$ cat src/rtl/sleep_ctl_pkg.sv
package sleep_ctl_pkg;

  typedef enum logic [1:0] {
    ST_RUN   = 2'd0,
    ST_SLEEP = 2'd1,
    ST_WAKE  = 2'd2
  } sleep_st_t;

  // next value of a consecutive-pulse run counter
  function automatic logic [7:0] streak_next(input logic [7:0] cur,
                                             input logic tick,
                                             input logic pulse,
                                             input logic clr);
    logic [7:0] r;
    if (clr)              r = 8'd0;
    else if (!tick)       r = cur;
    else if (pulse)       r = cur + 8'd1;
    else                  r = 8'd0;
    return r;
  endfunction

  // next value of a down-counting delay timer
  function automatic logic [31:0] delay_next(input logic [31:0] cur,
                                             input logic load,
                                             input logic [31:0] init);
    logic [31:0] r;
    if (load)            r = init;
    else if (cur != 0)   r = cur - 32'd1;
    else                 r = cur;
    return r;
  endfunction

endpackage

$ cat src/rtl/zc_streak.sv
module zc_streak #(
  parameter int CNT_W  = 3,
  parameter int THRESH = 7
) (
  input  logic             clk,
  input  logic             rst_n,
  input  logic             clr,
  input  logic             tick,
  input  logic             pulse,
  output logic [CNT_W-1:0] cnt,
  output logic             hit
);
  import sleep_ctl_pkg::*;

  localparam logic [CNT_W-1:0] LAST = CNT_W'(THRESH - 1);

  logic [CNT_W-1:0] cnt_q;
  logic [7:0]       nxt_w;

  assign hit   = !clr && tick && pulse && (cnt_q == LAST);
  assign nxt_w = streak_next(8'(cnt_q), tick, pulse, clr || hit);

  always_ff @(posedge clk or negedge rst_n) begin
    if (!rst_n) cnt_q <= '0;
    else        cnt_q <= nxt_w[CNT_W-1:0];
  end

  assign cnt = cnt_q;


  streak_clear_chk: assert property (@(posedge clk) disable iff (!rst_n)
    (tick && !pulse) |=> (cnt == '0));


  streak_inc_chk: assert property (@(posedge clk) disable iff (!rst_n)
    (!clr && tick && pulse && cnt != LAST) |=> (cnt == $past(cnt) + 1'b1));


  streak_idle_chk: assert property (@(posedge clk) disable iff (!rst_n)
    (!clr && !tick) |=> $stable(cnt));

endmodule

$ cat src/rtl/wake_timer.sv
module wake_timer #(
  parameter int WAKE_CYC = 3125
) (
  input  logic clk,
  input  logic rst_n,
  input  logic load,
  output logic done
);
  import sleep_ctl_pkg::*;

  localparam int TW = (WAKE_CYC > 2) ? $clog2(WAKE_CYC) : 1;
  localparam logic [31:0] INIT = 32'(WAKE_CYC - 1);

  logic [TW-1:0] cnt_q;
  logic [31:0]   nxt_w;

  assign nxt_w = delay_next(32'(cnt_q), load, INIT);

  always_ff @(posedge clk or negedge rst_n) begin
    if (!rst_n) cnt_q <= '0;
    else        cnt_q <= nxt_w[TW-1:0];
  end

  assign done = (cnt_q == '0);


  timer_load_chk: assert property (@(posedge clk) disable iff (!rst_n)
    load |=> (32'(cnt_q) == INIT));


  timer_step_chk: assert property (@(posedge clk) disable iff (!rst_n)
    (!load && !done) |=> (cnt_q == $past(cnt_q) - 1'b1));

endmodule

$ cat src/rtl/lightload_sleep_ctl.sv
module lightload_sleep_ctl #(
  parameter int CNT_W    = 3,
  parameter int THRESH   = 7,
  parameter int WAKE_CYC = 3125
) (
  input  logic             clk,
  input  logic             rst_n,
  input  logic             cyc_tick,
  input  logic             zc_pulse,
  input  logic             fb_low,
  input  logic             pfm_dis,
  input  logic             ss_done,
  input  logic             sd_req,
  output logic             sleep_o,
  output logic             hold_o,
  output logic             sw_en_o,
  output logic [CNT_W-1:0] zc_cnt_o
);
  import sleep_ctl_pkg::*;

  sleep_st_t st_q, st_d;

  logic abort_w;
  logic streak_clr_w;
  logic streak_hit_w;
  logic enter_sleep_w;
  logic wake_req_w;
  logic wake_load_w;
  logic wake_done_w;
  logic [CNT_W-1:0] cnt_w;

  assign abort_w       = sd_req || !ss_done;
  assign streak_clr_w  = abort_w || pfm_dis || (st_q != ST_RUN);
  assign enter_sleep_w = (st_q == ST_RUN) && streak_hit_w;
  assign wake_req_w    = (st_q == ST_SLEEP) && (fb_low || pfm_dis);
  assign wake_load_w   = !abort_w && wake_req_w;

  zc_streak #(.CNT_W(CNT_W), .THRESH(THRESH)) u_streak (
    .clk   (clk),
    .rst_n (rst_n),
    .clr   (streak_clr_w),
    .tick  (cyc_tick),
    .pulse (zc_pulse),
    .cnt   (cnt_w),
    .hit   (streak_hit_w)
  );

  wake_timer #(.WAKE_CYC(WAKE_CYC)) u_wake (
    .clk   (clk),
    .rst_n (rst_n),
    .load  (wake_load_w),
    .done  (wake_done_w)
  );

  always_comb begin
    st_d = st_q;
    if (abort_w) begin
      st_d = ST_RUN;
    end else begin
      unique case (st_q)
        ST_RUN:   if (enter_sleep_w) st_d = ST_SLEEP;
        ST_SLEEP: if (wake_req_w)    st_d = ST_WAKE;
        ST_WAKE:  if (wake_done_w)   st_d = ST_RUN;
        default:                     st_d = ST_RUN;
      endcase
    end
  end

  always_ff @(posedge clk or negedge rst_n) begin
    if (!rst_n) st_q <= ST_RUN;
    else        st_q <= st_d;
  end

  assign sleep_o  = (st_q == ST_SLEEP);
  assign hold_o   = (st_q == ST_SLEEP) || (st_q == ST_WAKE);
  assign sw_en_o  = (st_q == ST_RUN);
  assign zc_cnt_o = cnt_w;


  sleep_entry_chk: assert property (@(posedge clk) disable iff (!rst_n)
    (sw_en_o && cyc_tick && zc_pulse && !pfm_dis && ss_done && !sd_req &&
     zc_cnt_o == CNT_W'(THRESH - 1)) |=> (sleep_o && !sw_en_o && zc_cnt_o == '0));


  no_sleep_dis_chk: assert property (@(posedge clk) disable iff (!rst_n)
    (pfm_dis && !sleep_o) |=> (!sleep_o && zc_cnt_o == '0));


  ss_run_chk: assert property (@(posedge clk) disable iff (!rst_n)
    !ss_done |=> (sw_en_o && !hold_o && zc_cnt_o == '0));


  sd_run_chk: assert property (@(posedge clk) disable iff (!rst_n)
    sd_req |=> (sw_en_o && !sleep_o && zc_cnt_o == '0));


  wake_start_chk: assert property (@(posedge clk) disable iff (!rst_n)
    (sleep_o && fb_low && ss_done && !sd_req) |=> (hold_o && !sleep_o && !sw_en_o));


  hold_excl_chk: assert property (@(posedge clk) disable iff (!rst_n)
    $onehot0({sw_en_o, hold_o}) && (sleep_o -> hold_o));

endmodule

$ cat config.mk
export PLATFORM = sky130hd
export DESIGN_NAME = lightload_sleep_ctl
export DESIGN_NICKNAME = d
export VERILOG_FILES = /design/src/rtl/sleep_ctl_pkg.sv /design/src/rtl/zc_streak.sv /design/src/rtl/wake_timer.sv /design/src/rtl/lightload_sleep_ctl.sv
export SDC_FILE = /design/constraint.sdc
export NUM_CORES = 1
export LEC_CHECK = 0
export BUFFER_PORTS_ARGS = -buffer_cell sky130_fd_sc_hd__buf_2
export CAP_MARGIN = 20
export CORE_ASPECT_RATIO = 0.9
export CORE_UTILIZATION = 50
export CTS_CLUSTER_DIAMETER = 200
export DETAILED_ROUTE_END_ITERATION = 12
export GPL_TIMING_DRIVEN = 0
export PLACE_DENSITY = 0.81
export SYNTH_ARGS = -nofsm -noshare
export SYNTH_HDL_FRONTEND = slang
export SYNTH_SLANG_ARGS = --single-unit
$ cat constraint.sdc
create_clock -name clk -period 1.9 [get_ports clk]
set_clock_uncertainty 0.1 [all_clocks]
set_input_delay 0.38 -clock clk [delete_from_list [all_inputs] [get_ports clk]]
set_output_delay 0.38 -clock clk [all_outputs]
set_load 0.05 [all_outputs]
==> flow_summary_export.csv, run 1 <==
group,metric,value,unit
die,core-area,1930,sq um
placement,hpwl,1.54,mm
yosys,yosysTopAreaCell,"dfrtp_1",
routing,first_pass_iters,4,
placement,pre_cts_slack,-0.155,ns
grt,grt_util_all_layers,0.221,
layout,mostFrequentLayoutCells,"17 x dfrtp_1, 12 x buf_2, 10 x nor2_1, 8 x nand2_1, 8 x buf_4",
timing,fin_crit_sh,0.991,
layout,drive_gt1_frac,0.311,
yosys,syn_area,1040,sq um
timing,fmax,0.531,GHz
timing,setup_viol_count_final,0,
clock_network,htree_levels,1,
yosys,synthFlopType,"dfrtp_1",
yosys,yosysWarnings,0,
min_path,hp-start,"zc_pulse",
layout,diodes,0,
power_and_ir_drop,peakVddDrop,808,uV
timing,finalMaxSlewViolations,0,
setup_path,arrival,1.95,ns
die,die_area,2270,sq um
clock_network,cts_buffers,3,
layout,fillers,147,
yosys,yosysTopAreaCellShare,0.409,
routing,route.detailed.drc,0,
power_and_ir_drop,p_int,0.831,mW
setup_path,r2r_end,"u_wake.cnt_q[9]",
clock_network,cts.sinks,17,
yosys,synth_seq_cells,17,
clock_network,tritoncts,"yes",
yosys,synth_edf_count,0,
grt,grt_overflow,0,
yosys,avgSynthCellArea,9.82,sq um
power_and_ir_drop,leakagePower,0.548,nW
job,max-cap-violations,0,
layout,final_cell_area,1300,sq um
layout,final_common_cell,"dfrtp_1",
setup_path,regToRegStartpoint,"u_wake.cnt_q[1]",
timing,rsz0062_at_grt,"yes",
placement,io_buffers,13,
setup_path,reg2reg_depth,6,
grt,antenna_found_initial,0,
die,ios,14,
layout,finalNonFillerCells,157,
power_and_ir_drop,power_frac_seq,0.467,
layout,ff_latch_area,425,sq um
die,start_util,0.539,
power_and_ir_drop,power.density,1100,nW/um^2
min_path,whs_endpoint,"u_streak.cnt[1]",
power_and_ir_drop,p_clk_frac,0.139,
timing,slew_headroom,0.649,
clock_network,insertion_delay,0.30,ns
layout,nNetsFinal,149,
setup_path,cp-start-kind,"flip-flop",
min_path,min_path_type,"primary input to flip-flop",
yosys,syn_nets,122,
grt,grt_pass1_wl,3.64,mm
yosys,yosysUniqueCellTypes,37,
routing,first_iter_violations,17,
yosys,synthCells,106,
setup_path,critical_path_class,"flip-flop to flip-flop",
routing,num_vias,909,
routing,vias_per_cell,5.79,
placement,dpl-instance-area,1140,sq um
power_and_ir_drop,p_switching,0.604,mW
setup_path,required,1.97,ns
yosys,ys_seq_area_frac,0.409,
clock_network,cts_root_buffer,"clkbuf_4",
setup_path,rrSetupSlack,0.02,ns
clock_network,clk_pin_slew,0.10,ns
placement,place_congestion,0.764,
setup_path,cp_max_fo,7,
power_and_ir_drop,power_frac_comb,0.394,
layout,multi_input_area,647,sq um
routing,totalWireLength,2.34,mm
die,die_h,45.3,um
clock_network,clockBufferDepth,2,
timing,fin_ws,0.0164,ns
timing,hold_viol_final,0,
grt,grt_max_degree,18,
die,rows,15,
min_path,min_path_cells,3,
layout,area_delta_synth_final,25.1,%
routing,wl_per_cell,14.9,um
yosys,synth-async-reset-ratio,1.00,
outcome,outcome,"finished clean",
die,fp.dieW,50.1,um
yosys,ys_top_cells_by_area,"dfrtp_1 41%, ha_1 9.6%, nor2_1 3.6%, a21oi_1 2.9%, inv_1 2.9%",
timing,period_needed,1.88,ns
timing,worst_pin_slew,0.526,ns
routing,ant_nets,0,
grt,first_global_vias,809,
power_and_ir_drop,swShare,0.421,
placement,place_inst,144,
setup_path,end_kind,"flip-flop",
[metal layers]
layer / share of wire / GRT usage / vias up
li1: - / - / 445
met1: 0.46 / 0.297 / 447
met2: 0.51 / 0.365 / 12
met3: 0.015 / 0.0202 / 5
met4: 0.013 / 0.103 / 0
met5: 0 / 0 / -
[worst max-delay path, cell delays in order, from the launching register on]
cell and delay, ns:
dfrtp_1 0.42, inv_2 0.12, ha_4 0.14, or4b_4 0.48, o2111ai_4 0.29, or4b_4 0.18, a21oi_2 0.04
[repair_timing]
item,CTS,global route
hold buffers,1,0
endpoints found under the setup margin,8,12
setup buffers,2,6
resized for setup,7,9
hold endpoints to repair,17,0
pin swaps,2,3
[sequential cells by signal, indices dropped and copies added, names as in the netlist]
signal,cells
st_q,2
u_streak.cnt,3
u_wake.cnt_q,12
[synth_stat cells, types with 2 or more instances]
master	instances
dfrtp_1	17
nor2_1	10
ha_1	8
inv_1	8
nand2_1	8
a21oi_1	6
o21ai_0	5
nand3_1	4
nand3b_1	3
o211ai_1	3
or3_1	3
mux2i_1	2
nand4_1	2
or2_2	2
or4b_1	2
xnor2_1	2
[cell type report]
| cell class | count | share of cell area |
|---|---|---|
| plain buffers | 1 | 0.00288 |
| clock buffers | 3 | 0.0173 |
| clock inverters | 1 | 0.00384 |
| inverters | 8 | 0.0231 |
| multi-input cells | 80 | 0.497 |
| flip-flops and latches | 17 | 0.327 |
| well taps | 25 | 0.0240 |
| repair buffers | 22 | 0.106 |
[power by group through the flow]
stage	Combinational [mW]	Sequential [mW]	Clock [mW]
floorplan	0.348	0.604	0
global placement	0.411	0.632	0
detailed placement	0.427	0.639	0
CTS	0.472	0.649	0.203
global route	0.624	0.686	0.224
finish	0.565	0.670	0.200
[cell families after synthesis]
group | count (synthesis) | synth area share
AOI/OAI and AO/OA | 25 | 0.173
xor gates and xnor gates | 3 | 0.0252
adders and majority gates | 8 | 0.0962
buffers and inverters | 9 | 0.0324
DFF | 17 | 0.409
muxes | 3 | 0.0300
and+or+nand+nor | 41 | 0.234
[how the worst max path moves through the flow]
stage,startpoint,end,slack [ns],cells past startpoint
2_1_floorplan,st_q[1],st_q[0],0.02,5
3_3_place_gp,u_wake.cnt_q[0],st_q[1],-0.13,6
3_5_place_dp,u_wake.cnt_q[0],st_q[1],-0.16,6
4_1_cts,u_wake.cnt_q[0],u_wake.cnt_q[9],0.002,6
5_1_grt,u_wake.cnt_q[1],u_wake.cnt_q[9],-0.07,6
6_report,u_wake.cnt_q[1],u_wake.cnt_q[9],0.02,6
[through the flow]
stage	power, mW	hold slack (ns)	TNS (ns)	utilization
2_1_floorplan	0.952	-0.0156	0	-
3_3_place_gp	1.04	0.217	-0.290	0.588
3_5_place_dp	1.07	0.219	-0.437	0.588
4_1_cts	1.32	0.267	0	0.630
5_1_grt	1.53	0.284	-0.261	0.674
6_report	1.44	0.273	0	0.674
Power figures use the tool's default switching activity.
==> inputs of run 2 (changes only) <==
MAX_ROUTING_LAYER = met4   (was unset)
==> flow_summary_export.csv, run 2 (same netlist as run 1, synthesis figures left out) <==
group,metric,value,unit
outcome,outcome,"finished clean",
power_and_ir_drop,leakagePower,0.554,nW
timing,fmax,0.527,GHz
power_and_ir_drop,p_clk_frac,0.135,
setup_path,cpPeakStageDelay,0.48,ns
routing,route.detailed.drc,0,
routing,totalWireLength,2.35,mm
routing,ant_nets,0,
job,max-cap-violations,0,
setup_path,cp-start-kind,"flip-flop",
power_and_ir_drop,power.density,1100,nW/um^2
timing,rsz0062_at_grt,"yes",
layout,final_common_cell,"dfrtp_1",
layout,finalNonFillerCells,158,
routing,num_vias,931,
timing,hold_viol_final,0,
grt,first_global_vias,821,
timing,slew_headroom,0.646,
clock_network,htree_levels,1,
grt,grt_pass1_wl,3.63,mm
power_and_ir_drop,peakVddDrop,805,uV
setup_path,rrSetupSlack,0.004,ns
die,ios,14,
timing,whs,0.279,ns
routing,first_iter_violations,25,
grt,met2_usage,0.371,
power_and_ir_drop,p_int,0.836,mW
grt,grt_util_all_layers,0.227,
power_and_ir_drop,p_switching,0.600,mW
setup_path,end_kind,"flip-flop",
setup_path,cp_max_fo,7,
timing,setup_viol_count_final,0,
setup_path,crit_top_cell,"or4b_4",
layout,fillers,147,
die,rows,15,
layout,multi_input_area,647,sq um
power_and_ir_drop,power_frac_comb,0.398,
die,die_area,2270,sq um
min_path,min_path_type,"primary input to flip-flop",
layout,mostFrequentLayoutCells,"17 x dfrtp_1, 13 x buf_2, 10 x nor2_1, 9 x buf_4, 8 x nand2_1",
layout,nNetsFinal,150,
routing,wl_per_cell,14.8,um
placement,hpwl,1.54,mm
setup_path,cpLargestDelayFamily,"simple AND/OR/NAND/NOR gates",
layout,ff_latch_area,425,sq um
setup_path,arrival,1.96,ns
setup_path,critical_path_class,"flip-flop to flip-flop",
clock_network,clockBufferDepth,2,
layout,largest_register_ffs,12,
grt,use_met3,0.0202,
clock_network,insertion_delay,0.29,ns
grt,grt_util_met1,0.288,
timing,worst_pin_slew,0.531,ns
placement,place_congestion,0.774,
layout,drive_gt1_frac,0.316,
grt,grt_overflow,0,
setup_path,cpMaxStageDelayCell,"or4b_4",
setup_path,required,1.97,ns
die,start_util,0.539,
power_and_ir_drop,power_frac_seq,0.467,
die,fp.dieW,50.1,um
clock_network,cts.sinks,17,
clock_network,tritoncts,"yes",
power_and_ir_drop,swShare,0.418,
layout,area_delta_synth_final,25.6,%
clock_network,cts_root_buffer,"clkbuf_4",
timing,period_needed,1.90,ns
routing,vias_per_cell,5.89,
die,die_h,45.3,um
setup_path,cp_num_buf_inv,1,
layout,diodes,0,
placement,place_inst,144,
timing,finalMaxSlewViolations,0,
layout,largest_register,"u_wake.cnt_q",
clock_network,cts_buffers,3,
die,core-area,1930,sq um
grt,grt_max_degree,18,
timing,fin_crit_sh,0.998,
clock_network,clk_pin_slew,0.10,ns
grt,antenna_found_initial,0,
grt,busiest_layer,"met2",
routing,first_pass_iters,5,
setup_path,crit_path_cell_trace,"inv_2 -> ha_4 -> or4b_4 -> o2111ai_4 -> or4b_4 -> a21oi_2",
placement,io_buffers,13,
run 2: stage by stage:
step                instance area, sq um  worst slack (ns)  TNS, ns   util  power (mW)
floorplan                           1040            0.0201        0      -       0.952
global placement                    1140            -0.134   -0.290  0.588        1.04
detailed placement                  1140            -0.155   -0.437  0.588        1.07
CTS                                 1220           0.00230        0  0.630        1.32
global route                        1310           -0.0785   -0.295  0.676        1.54
finish                              1310           0.00425        0  0.676        1.44
run 2: tightest hold or removal path: stages:
cell	delay (ns)
buf_2	0.12
nand3b_1	0.08
a21oi_1	0.06
run 2: cell type report:
| class | count | share of cell area |
|---|---|---|
| sequential | 17 | 0.325 |
| tap | 25 | 0.0239 |
| multi-input combinational | 80 | 0.495 |
| inverter | 8 | 0.0230 |
| clock buffer | 3 | 0.0172 |
| clock inverter | 1 | 0.00383 |
| buffer | 1 | 0.00287 |
| timing repair buffer | 23 | 0.109 |
run 2: layer usage:
layer / up-vias / part of all wire
li1: 442 / -
met1: 456 / 0.44
met2: 24 / 0.51
met3: 9 / 0.026
met4: 0 / 0.021
met5: - / 0
run 2: final timing paths:
check                                      from         endpoint  cells after the start
worst max-delay path            u_wake.cnt_q[1]  u_wake.cnt_q[9]                      6
worst min-delay path                   zc_pulse  u_streak.cnt[1]                      3
worst max register to register  u_wake.cnt_q[1]  u_wake.cnt_q[9]                      6
worst min register to register          st_q[1]          st_q[1]                      1
max in group asynchronous                 rst_n  u_wake.cnt_q[2]                      2
min in group asynchronous                 rst_n  u_streak.cnt[2]                      2
run 2: power groups by stage:
| stage | registers, mW | logic (mW) | clock network (mW) |
|---|---|---|---|
| after floorplan | 0.604 | 0.348 | 0 |
| after global placement | 0.632 | 0.411 | 0 |
| after detailed placement | 0.639 | 0.427 | 0 |
| after CTS | 0.649 | 0.472 | 0.203 |
| after global routing | 0.687 | 0.634 | 0.221 |
| final | 0.671 | 0.571 | 0.194 |
run 2: timing repair:
item,CTS,global route
hold endpoints to repair,17,0
setup endpoints to repair,8,11
hold buffers,1,0
setup buffers,2,7
resized for setup,7,8
pin swaps,2,3
==> inputs of run 3 (changes only) <==
==> constraint.sdc (replaced) <==
create_clock -name clk -period 1.9 [get_ports clk]
set_clock_uncertainty 0.1 [all_clocks]
set_input_delay 0 -clock clk [delete_from_list [all_inputs] [get_ports clk]]
set_output_delay 0 -clock clk [all_outputs]
set_load 0.05 [all_outputs]
==> flow_summary_export.csv, run 3 (same netlist as run 1, synthesis figures left out) <==
group,metric,value,unit
placement,dpl-instance-area,1140,sq um
power_and_ir_drop,leakagePower,0.576,nW
setup_path,cpMaxStageDelayCell,"or4b_4",
timing,slew_headroom,0.622,
setup_path,cp-start-kind,"flip-flop",
setup_path,arrival,1.95,ns
layout,nNetsFinal,156,
setup_path,reg2reg_depth,6,
layout,area_delta_synth_final,31.4,%
timing,fin_crit_sh,0.995,
die,start_util,0.539,
grt,grt_max_degree,18,
timing,hold_viol_final,0,
setup_path,regToRegStartpoint,"u_wake.cnt_q[1]",
grt,antenna_found_initial,0,
timing,setup_viol_count_final,0,
die,core-area,1930,sq um
placement,io_buffers,13,
timing,period_needed,1.89,ns
routing,first_iter_violations,25,
clock_network,tritoncts,"yes",
setup_path,critical_path_class,"flip-flop to flip-flop",
setup_path,end_kind,"flip-flop",
routing,num_vias,954,
die,ios,14,
clock_network,clockBufferDepth,2,
setup_path,cp_max_fo,7,
layout,final_cell_area,1370,sq um
timing,whs,0.0671,ns
timing,fmax,0.529,GHz
routing,vias_per_cell,5.82,
layout,diodes,0,
routing,route.detailed.drc,0,
clock_network,cts_root_buffer,"clkbuf_4",
power_and_ir_drop,peakVddDrop,811,uV
layout,largest_register,"u_wake.cnt_q",
timing,timing.setup.tns,0,ns
layout,mostFrequentLayoutCells,"17 x dfrtp_1, 13 x buf_2, 10 x nor2_1, 9 x buf_4, 8 x nand2_1",
routing,totalWireLength,2.51,mm
timing,rsz0062_at_grt,"yes",
placement,place_congestion,0.774,
die,fp.dieW,50.1,um
setup_path,crit_end,"u_wake.cnt_q[9]",
setup_path,crit_start,"u_wake.cnt_q[1]",
routing,first_pass_iters,4,
placement,hpwl,1.54,mm
routing,wl_per_cell,15.3,um
setup_path,r2r_end,"u_wake.cnt_q[9]",
power_and_ir_drop,power.density,1060,nW/um^2
outcome,outcome,"finished clean",
grt,grt_util_all_layers,0.240,
job,max-cap-violations,0,
die,rows,15,
grt,grt_pass1_wl,3.86,mm
timing,finalMaxSlewViolations,0,
die,die_h,45.3,um
layout,drive_gt1_frac,0.302,
min_path,min_path_type,"primary input to flip-flop",
grt,grt_overflow,0,
clock_network,cts_buffers,3,
routing,ant_nets,0,
setup_path,required,1.96,ns
clock_network,insertion_delay,0.29,ns
clock_network,htree_levels,1,
timing,worst_pin_slew,0.566,ns
grt,first_global_vias,871,
setup_path,crit_top_cell,"or4b_4",
clock_network,clk_pin_slew,0.10,ns
die,die_area,2270,sq um
clock_network,cts.sinks,17,
setup_path,crit_path_cell_trace,"inv_2 -> ha_4 -> or4b_4 -> o2111ai_4 -> or4b_4 -> a21oi_2",
layout,final_common_cell,"dfrtp_1",
setup_path,rrSetupSlack,0.01,ns
setup_path,cpPeakStageDelay,0.48,ns
layout,largest_register_ffs,12,
[run 3: area by class of cell]
class / count / area, sq um
buffer: 1 / 3.75
clock buffer: 3 / 22.5
clock inverter: 1 / 5.00
fill: 139 / 566
inverter: 8 / 30.0
multi-input combinational: 80 / 647
sequential: 17 / 425
tap: 25 / 31.3
timing repair buffer: 29 / 203
[run 3: worst min-delay path by stage]
stage	from	end	slack, ns	cells past startpoint
global placement	rst_n	u_streak.cnt[2]	-0.16	1
CTS	rst_n	u_streak.cnt[2]	0.06	2
floorplan	rst_n	st_q[0]	-0.40	0
global route	rst_n	u_wake.cnt_q[9]	0.09	2
detailed placement	rst_n	u_streak.cnt[2]	-0.16	1
finish	ss_done	st_q[0]	0.07	4
[run 3: routing by layer]
| layer | part of all wire | global-route usage |
|---|---|---|
| met5 | 0 | - |
| met4 | 0.024 | 0.0971 |
| met3 | 0.030 | 0.0236 |
| met2 | 0.51 | 0.405 |
| met1 | 0.44 | 0.299 |
[run 3: stage by stage]
| stage | util | cells | setup WS (ns) | total power, mW |
|---|---|---|---|---|
| after global placement | 0.588 | 144 | -0.134 | 1.04 |
| final | 0.707 | 164 | 0.00967 | 1.44 |
| after detailed placement | 0.588 | 144 | -0.155 | 1.07 |
| after floorplan | - | 106 | 0.0201 | 0.952 |
| after global routing | 0.707 | 164 | -0.0798 | 1.55 |
| after CTS | 0.661 | 157 | 0.00230 | 1.33 |
[run 3: worst max-delay path: cells and delay by family (launching register included)]
kind / cells / cell delay, ns
fa+ha+maj: 1 / 0.14
buf+inv: 1 / 0.12
compound gates: 2 / 0.33
simple gates: 2 / 0.66
flops: 1 / 0.42
[run 3: repair_timing]
item	4_1_cts	5_1_grt
hold endpoints to repair	24	0
resized for setup	7	8
hold buffers	7	0
setup buffers	2	7
setup endpoints to repair	8	11
pin swaps	2	3
[run 3: power breakdown]
part	switching, mW	internal [mW]	leakage [nW]
clock network	0.119	0.0784	0.0177
registers	0.198	0.472	0.209
logic	0.286	0.292	0.349
total	0.602	0.842	0.576
